===== src/rtl/bchk_pkg.sv =====
package bchk_pkg;
  typedef enum logic [1:0] {
    CHK_PASS = 2'd0,
    CHK_NEG  = 2'd1,
    CHK_OVER = 2'd2
  } chk_cause_e;
endpackage


===== src/rtl/bchk_rst_sync.sv =====
module bchk_rst_sync #(
  parameter int STAGES = 2
) (
  input  logic clk,
  input  logic rst_n,
  output logic rst_sync_n
);
  logic [STAGES-1:0] sync_q;

  always_ff @(posedge clk or negedge rst_n) begin
    if (!rst_n) sync_q <= '0;
    else        sync_q <= {sync_q[STAGES-2:0], 1'b1};
  end

  assign rst_sync_n = sync_q[STAGES-1];
endmodule


===== src/rtl/bchk_field_decode.sv =====
module bchk_field_decode #(
  parameter int INSTR_W = 16,
  parameter int IDX_W   = 3,
  parameter int CHK_LSB = 9,
  parameter int BND_LSB = 0
) (
  input  logic [INSTR_W-1:0] instr,
  output logic [IDX_W-1:0]   chk_idx,
  output logic [IDX_W-1:0]   bnd_idx
);
  assign chk_idx = instr[CHK_LSB +: IDX_W];
  assign bnd_idx = instr[BND_LSB +: IDX_W];
endmodule


===== src/rtl/bchk_classify.sv =====
module bchk_classify
  import bchk_pkg::*;
#(
  parameter int DATA_W = 32
) (
  input  logic [DATA_W-1:0] value,
  input  logic [DATA_W-1:0] bound,
  output chk_cause_e        cause
);
  logic above;

  assign above = $signed(value) > $signed(bound);

  // Negative test first: it takes priority over the bound test
  always_comb begin
    if (value[DATA_W-1]) cause = CHK_NEG;
    else if (above)      cause = CHK_OVER;
    else                 cause = CHK_PASS;
  end
endmodule


===== src/rtl/bchk_trap_unit.sv =====
module bchk_trap_unit
  import bchk_pkg::*;
#(
  parameter int DATA_W   = 32,
  parameter int ADDR_W   = 32,
  parameter int INSTR_W  = 16,
  parameter int IDX_W    = 3,
  parameter int CHK_LSB  = 9,
  parameter int BND_LSB  = 0,
  parameter int VEC_W    = 8,
  parameter int TRAP_VEC = 6,
  parameter int PC_ADJ   = 2
) (
  input  logic               clk,
  input  logic               rst_n,
  input  logic               start_i,
  input  logic [INSTR_W-1:0] instr_i,
  input  logic [DATA_W-1:0]  chk_val_i,
  input  logic [DATA_W-1:0]  bound_i,
  input  logic [ADDR_W-1:0]  pc_i,
  input  logic               n_flag_i,
  output logic [IDX_W-1:0]   chk_idx_o,
  output logic [IDX_W-1:0]   bnd_idx_o,
  output logic               trap_req_o,
  output logic [VEC_W-1:0]   trap_vec_o,
  output logic [ADDR_W-1:0]  ret_pc_o,
  output logic               n_flag_o
);
  localparam logic [VEC_W-1:0]  VEC_VAL = VEC_W'(TRAP_VEC);
  localparam logic [ADDR_W-1:0] ADJ_VAL = ADDR_W'(PC_ADJ);

  logic       rst_sync_n;
  chk_cause_e cause;

  logic              trap_d, trap_q;
  logic              n_d, n_q;
  logic [VEC_W-1:0]  vec_d, vec_q;
  logic [ADDR_W-1:0] pc_d, pc_q;
  logic              upd_en;

  bchk_rst_sync #(.STAGES(2)) u_rst (
    .clk(clk), .rst_n(rst_n), .rst_sync_n(rst_sync_n)
  );

  bchk_field_decode #(
    .INSTR_W(INSTR_W), .IDX_W(IDX_W), .CHK_LSB(CHK_LSB), .BND_LSB(BND_LSB)
  ) u_dec (
    .instr(instr_i), .chk_idx(chk_idx_o), .bnd_idx(bnd_idx_o)
  );

  bchk_classify #(.DATA_W(DATA_W)) u_cls (
    .value(chk_val_i), .bound(bound_i), .cause(cause)
  );

  // Next-state logic
  always_comb begin
    upd_en = start_i;
    trap_d = start_i && (cause != CHK_PASS);
    n_d    = n_q;
    vec_d  = vec_q;
    pc_d   = pc_q;
    if (start_i) begin
      unique case (cause)
        CHK_NEG:  n_d = 1'b1;
        CHK_OVER: n_d = 1'b0;
        default:  n_d = n_flag_i;
      endcase
      if (trap_d) begin
        vec_d = VEC_VAL;
        pc_d  = pc_i - ADJ_VAL;
      end
    end
  end

  // Pulse register: updated every cycle
  always_ff @(posedge clk or negedge rst_sync_n) begin
    if (!rst_sync_n) trap_q <= 1'b0;
    else             trap_q <= trap_d;
  end

  // Result registers: clock enable on start
  always_ff @(posedge clk or negedge rst_sync_n) begin
    if (!rst_sync_n) begin
      n_q   <= 1'b0;
      vec_q <= '0;
      pc_q  <= '0;
    end else if (upd_en) begin
      n_q   <= n_d;
      vec_q <= vec_d;
      pc_q  <= pc_d;
    end
  end

  assign trap_req_o = trap_q;
  assign trap_vec_o = vec_q;
  assign ret_pc_o   = pc_q;
  assign n_flag_o   = n_q;

  // Assertions
  assert_neg_trap_R2: assert property (@(posedge clk) disable iff (!rst_sync_n)
    (start_i && chk_val_i[DATA_W-1]) |=> (trap_req_o && n_flag_o));

  assert_over_trap_R3: assert property (@(posedge clk) disable iff (!rst_sync_n)
    (start_i && !chk_val_i[DATA_W-1] && ($signed(chk_val_i) > $signed(bound_i)))
      |=> (trap_req_o && !n_flag_o));

  assert_pass_keep_n_R5: assert property (@(posedge clk) disable iff (!rst_sync_n)
    (start_i && !chk_val_i[DATA_W-1] && !($signed(chk_val_i) > $signed(bound_i)))
      |=> (!trap_req_o && (n_flag_o == $past(n_flag_i))));

  assert_vector_R6: assert property (@(posedge clk) disable iff (!rst_sync_n)
    trap_req_o |-> (trap_vec_o == VEC_VAL));

  assert_ret_pc_R7: assert property (@(posedge clk) disable iff (!rst_sync_n)
    (start_i && chk_val_i[DATA_W-1]) |=> (ret_pc_o == $past(pc_i) - ADJ_VAL));

  assert_pulse_only_after_start_R8: assert property (@(posedge clk) disable iff (!rst_sync_n)
    !start_i |=> !trap_req_o);

  assert_hold_R9: assert property (@(posedge clk) disable iff (!rst_sync_n)
    !start_i |=> ($stable(n_flag_o) && $stable(ret_pc_o) && $stable(trap_vec_o)));

  always_comb begin
    if (!rst_sync_n) begin
      assert_reset_R10: assert (!trap_q && !n_q && (vec_q == '0) && (pc_q == '0));
    end
  end
endmodule


===== config.mk =====
export PLATFORM = sky130hd
export DESIGN_NAME = bchk_trap_unit
export DESIGN_NICKNAME = d
export VERILOG_FILES = /design/src/rtl/bchk_pkg.sv /design/src/rtl/bchk_rst_sync.sv /design/src/rtl/bchk_field_decode.sv /design/src/rtl/bchk_classify.sv /design/src/rtl/bchk_trap_unit.sv
export SDC_FILE = /design/constraint.sdc
export NUM_CORES = 1
export LEC_CHECK = 0
export ABC_AREA = 1
export CELL_PAD_IN_SITES_DETAIL_PLACEMENT = 1
export CELL_PAD_IN_SITES_GLOBAL_PLACEMENT = 1
export CORE_ASPECT_RATIO = 0.7
export CORE_MARGIN = 1
export CORE_UTILIZATION = 45
export CTS_CLUSTER_SIZE = 12
export DETAILED_ROUTE_END_ITERATION = 8
export DONT_BUFFER_PORTS = 1
export HOLD_SLACK_MARGIN = 0.03
export PLACE_DENSITY = 0.95
export SLEW_MARGIN = 20
export SYNTH_ARGS = -nofsm -noshare
export SYNTH_HDL_FRONTEND = slang
export SYNTH_SLANG_ARGS = --single-unit

===== constraint.sdc =====
create_clock -name clk -period 1.9 [get_ports clk]
set_clock_uncertainty 0.15 [all_clocks]
set_input_delay 0.19 -clock clk [delete_from_list [all_inputs] [get_ports clk]]
set_output_delay 0.19 -clock clk [all_outputs]
set_load 0.01 [all_outputs]

==> impl_results.html <==
<table>
<tr><th>Metric</th><th>Value</th></tr>
<tr><th colspan="2">Status</th></tr>
<tr><td>Outcome</td><td>finished, violations left</td></tr>
<tr><td>Violations in the final reports</td><td>negative setup slack</td></tr>
<tr><th colspan="2">Clock network</th></tr>
<tr><td>Clock buffer depth</td><td>2</td></tr>
<tr><td>Clock transition at the registers of the reported paths</td><td>0.08 ns</td></tr>
<tr><td>CTS buffer count</td><td>5</td></tr>
<tr><td>Number of sinks on the clock net</td><td>37</td></tr>
<tr><td>CTS root buffer</td><td>clkbuf_8</td></tr>
<tr><td>Clock latency on the worst-skew pair</td><td>~0.3 ns</td></tr>
<tr><td>Number of H-tree levels</td><td>2</td></tr>
<tr><td>TritonCTS clock tree</td><td>yes</td></tr>
<tr><th colspan="2">Routing</th></tr>
<tr><td>Number of nets with antenna violations after detailed routing</td><td>0</td></tr>
<tr><td>Routed wire length</td><td>14300 µm</td></tr>
<tr><td>Detailed-router iteration count before antenna repair</td><td>5</td></tr>
<tr><td>Detailed-route DRC error count</td><td>0</td></tr>
<tr><td>Initial DRC count</td><td>about 230</td></tr>
<tr><td>Detailed-route via count</td><td>around 3.3k</td></tr>
<tr><td>Vias/cell</td><td>a little under 6</td></tr>
<tr><td>Routed wire per std cell</td><td>25.4 µm</td></tr>
<tr><th colspan="2">Min path</th></tr>
<tr><td>WHS Path Cells</td><td>3</td></tr>
<tr><td>Worst min-delay path endpoint</td><td>trap_vec_o[1]</td></tr>
<tr><td>Worst min path class</td><td>input port to flop</td></tr>
<tr><td>Startpoint of the tightest hold check path</td><td>start_i</td></tr>
<tr><th colspan="2">Worst setup path</th></tr>
<tr><td>Worst flop-to-flop path endpoint</td><td>ret_pc_o[21]</td></tr>
<tr><td>Setup slack of the most critical reg-to-reg path</td><td>slightly above 0.8 ns</td></tr>
<tr><td>Crit path max-delay cell type</td><td>xnor2_1</td></tr>
<tr><td>Worst R2R Path Depth</td><td>2</td></tr>
<tr><td>Largest driver fanout on the critical path</td><td>3</td></tr>
<tr><td>Critical path's top delay family</td><td>simple AND/OR/NAND/NOR gates</td></tr>
<tr><td>Most prevalent standard cell on the critical path</td><td>nor2_2</td></tr>
<tr><td>Critical path's largest stage delay</td><td>0.31 ns</td></tr>
<tr><td>Req. time, crit path</td><td>1.99 ns</td></tr>
<tr><td>Crit path buffers/inverters</td><td>1</td></tr>
<tr><td>Arrival time at the worst endpoint</td><td>between 2 and 2.5 ns</td></tr>
<tr><td>Worst reg2reg startpoint</td><td>ret_pc_o[21]</td></tr>
<tr><td>Sort of element at the start of the critical path</td><td>input port</td></tr>
<tr><td>Category of the worst setup path capture point</td><td>flop</td></tr>
<tr><td>Cells along the critical path</td><td>inv_1, ha_1, nand2_1, nor2_2, nand2_2, nor2_2, nand4_1, nor2_2, nand3b_1, xnor2_1, nand3_1, nand2_1</td></tr>
<tr><td>Worst Setup Path Type</td><td>input port to flop</td></tr>
<tr><th colspan="2">Global routing</th></tr>
<tr><td>Maximum number of pins on one net before global-route repair</td><td>36</td></tr>
<tr><td>Initial antenna violation count</td><td>0</td></tr>
<tr><td>Vias in the first global route</td><td>3340</td></tr>
<tr><td>Leftover overflow at the end of global routing</td><td>0</td></tr>
<tr><td>Overall global routing resource usage</td><td>0.298</td></tr>
<tr><td>Global-route wire length before repair</td><td>between 15000 and 20000 µm</td></tr>
<tr><th colspan="2">Final layout</th></tr>
<tr><td>Area of combinational cells with multiple inputs</td><td>a little over 0.002 mm²</td></tr>
<tr><td>Storage cell area</td><td>just over 900 µm²</td></tr>
<tr><td>Fraction of layout cells with a size suffix above 1</td><td>0.214</td></tr>
<tr><td>Post-route insts no fill</td><td>564</td></tr>
<tr><td>Antenna diode count</td><td>0</td></tr>
<tr><td>Area grow syn2layout</td><td>31.7%</td></tr>
<tr><td>Layout fillers</td><td>776</td></tr>
<tr><td>Count of nets after finishing</td><td>~620</td></tr>
<tr><td>Finished Core Util</td><td>0.632</td></tr>
<tr><th colspan="2">Synthesis</th></tr>
<tr><td>Post-synthesis cell area</td><td>just over 0.003 mm²</td></tr>
<tr><td>Count of unique library cells instantiated by Yosys</td><td>30</td></tr>
<tr><td>Yosys top cell by area</td><td>dfrtp_1</td></tr>
<tr><td>Part of the Yosys area used for sequential elements</td><td>0.302</td></tr>
<tr><td>Post-Syn Instances</td><td>roughly 420</td></tr>
<tr><td>Synthesis Warnings</td><td>0</td></tr>
<tr><td>Synth Flop Type</td><td>dfrtp_1</td></tr>
<tr><td>Dominant cell by count in the synthesized netlist</td><td>nand2_1</td></tr>
<tr><td>Post-Syn Area per Cell</td><td>7.29 µm²</td></tr>
<tr><td>Most common library cells after synthesis</td><td>nand2_1 (114), inv_1 (53), nand3_1 (41), nor2_1 (41), dfrtp_1 (37)</td></tr>
<tr><td>Fraction of synthesized cell area taken by the top area cell type</td><td>0.302</td></tr>
<tr><td>Async S/R FF share, synth</td><td>1.00</td></tr>
<tr><td>Yosys reg bits</td><td>37</td></tr>
<tr><td>Top cells by area, synth</td><td>dfrtp_1 (30%), nand2_1 (14%), ha_1 (13%)</td></tr>
<tr><td>Number of synthesized flops with an enable pin</td><td>0</td></tr>
<tr><th colspan="2">Power</th></tr>
<tr><td>Switching power of the nets</td><td>around 970 µW</td></tr>
<tr><td>Proportion of power drawn by the clock network</td><td>0.255</td></tr>
<tr><td>Power Internal</td><td>1.57 mW</td></tr>
<tr><td>Power share of the combinational group</td><td>0.317</td></tr>
<tr><td>Static Leak</td><td>between 2 and 2.5 nW</td></tr>
<tr><td>VDD IR max</td><td>0.000279 V</td></tr>
<tr><td>Power density of the placed cells</td><td>around 630 mW/mm²</td></tr>
<tr><td>Total power of the final layout</td><td>between 2 and 3 mW</td></tr>
<tr><td>Switching share of power</td><td>0.381</td></tr>
<tr><td>Share of power burned in registers</td><td>0.428</td></tr>
<tr><th colspan="2">Placement</th></tr>
<tr><td>Global placement routability congestion</td><td>roughly 0.8</td></tr>
<tr><td>Count of input and output buffers</td><td>0</td></tr>
<tr><td>HPWL after detailed placement</td><td>6930 µm</td></tr>
<tr><td>Cell total after placement</td><td>about 520</td></tr>
<tr><th colspan="2">Floorplan</th></tr>
<tr><td>FP Rows</td><td>24</td></tr>
<tr><td>Number of primary I/O pins</td><td>around 160</td></tr>
<tr><td>DIE AREA</td><td>0.00716 mm²</td></tr>
<tr><td>Starting utilization of the core area</td><td>0.480</td></tr>
<tr><td>Die Span Y</td><td>71.1 µm</td></tr>
<tr><td>Core box area</td><td>0.00640 mm²</td></tr>
<tr><td>Die Width</td><td>101 µm</td></tr>
<tr><th colspan="2">STA</th></tr>
<tr><td>Number of pins with negative max-slew slack in the final report</td><td>0</td></tr>
<tr><td>Final Cycle Share</td><td>1.18</td></tr>
<tr><td>Final critical path time including I/O delays and setup</td><td>around 2.2 ns</td></tr>
<tr><td>Sum Neg Setup Slack</td><td>-5.25 ns</td></tr>
<tr><td>Slew margin rel.</td><td>0.577</td></tr>
<tr><td>Transition time at the pin with the least slew margin</td><td>between 0.6 and 0.7 ns</td></tr>
<tr><td>Endpoints failing setup</td><td>34</td></tr>
<tr><td>Number of hold violations in the final report</td><td>0</td></tr>
<tr><td>Maximum clock frequency</td><td>~450 MHz</td></tr>
<tr><td>Setup WS post-layout</td><td>-0.336 ns</td></tr>
<tr><th colspan="2">Flow run</th></tr>
<tr><td>Number of maximum-capacitance violations</td><td>0</td></tr>
</table>
## metal layers
metal  track usage  wire (µm)
met1         0.322       5150
met2         0.556       6750
met3        0.0721       1440
met4         0.126        969
met5             0          0
## kinds of logic (layout without fill, tap and decap cells)
kind of cell | count (synthesis) | count (layout) | synth area share
AND/OR/NAND/NOR | 223 | 223 | 0.321
buffers and inverters | 77 | 124 | 0.122
flip-flops | 37 | 37 | 0.302
adder cells (fa/ha/maj) | 33 | 33 | 0.135
XOR/XNOR | 29 | 29 | 0.0828
AO/OA/AOI/OAI | 20 | 20 | 0.0351
other | 2 | 7 | 0.00245
## area by class of cell
type                    instances  share of cell area
flip-flops and latches         37               0.229
well taps                      91              0.0282
repair buffers                 62               0.160
clock buffers                   7              0.0238
inverters                      54              0.0502
multi-input cells             312               0.508
clock inverters                 1             0.00124
## worst reg2reg max path, stage by stage, from the launching register on
cell and delay (ns):
dfrtp_1 0.48, nand2_1 0.12, nand2_1 0.16
## placed cells by master (no fill, tap or decap)
master          n
inv_1          50
xnor2_1        16
clkbuf_8        7
nand2_1        85
nor2_2          5
buf_6           2
nor3_2          3
a21oi_1        13
inv_2           4
nor2_1         36
or2_2           1
nor3b_4         1
dlygate4sd3_1  33
a21o_1          1
buf_4          21
nor4_1          1
nand3_2         2
nand3b_1        1
nand2_4        10
buf_12          3
clkinv_2        1
nand2_8         1
nor2_4          4
a21oi_2         2
o21a_1          2
clkbuf_16       3
nand2_2        24
conb_1          7
nand4_1         7
dfrtp_1        37
o21ai_0         2
nor3_1          2
ha_1           26
xor2_1         13
nand3_1        40
ha_4            7
## state kept, by name (all words and copies together), names as in the netlist
register      cells
u_rst.sync_q      2
n_flag_o          1
ret_pc_o         32
trap_req_o        1
trap_vec_o        1
## power by group through the flow
stage               registers (mW)  clock network, mW  logic (mW)
floorplan                     1.04                  0       0.387
global placement              1.06                  0       0.442
detailed placement            1.06                  0       0.485
CTS                           1.05              0.620       0.570
global route                  1.09              0.671       0.867
finish                        1.09              0.649       0.806
## worst max-delay path by stage
| stage | from | to | slack, ns | cells past startpoint |
|---|---|---|---|---|
| final | pc_i[1] | ret_pc_o[31] | -0.34 | 12 |
| after global routing | pc_i[1] | ret_pc_o[31] | -0.51 | 12 |
| after CTS | bound_i[23] | ret_pc_o[7] | 0.006 | 14 |
| after detailed placement | bound_i[31] | ret_pc_o[15] | -0.29 | 14 |
| after global placement | bound_i[23] | ret_pc_o[12] | -0.18 | 14 |
| after floorplan | bound_i[31] | ret_pc_o[15] | 0.0002 | 14 |
## per-stage QoR
step | area, µm² | setup WS (ns) | hold slack [ns]
after floorplan | 3090 | 0.000153 | -0.256
after global placement | 3210 | -0.181 | -0.256
after detailed placement | 3210 | -0.295 | -0.256
after CTS | 3670 | 0.00612 | 0.0308
after global routing | 4040 | -0.515 | 0.0397
final | 4040 | -0.336 | 0.0354
## timing repair
| item | 4_1_cts | 5_1_grt |
|---|---|---|
| setup endpoints to repair | 1 | 34 |
| setup buffers | 0 | 3 |
| pin swaps | 6 | 17 |
| endpoints found under the hold margin | 35 | 0 |
| hold buffers | 34 | 0 |
| resized for setup | 1 | 62 |
| gates cloned | 0 | 4 |
(Power assumes the default switching activity.)
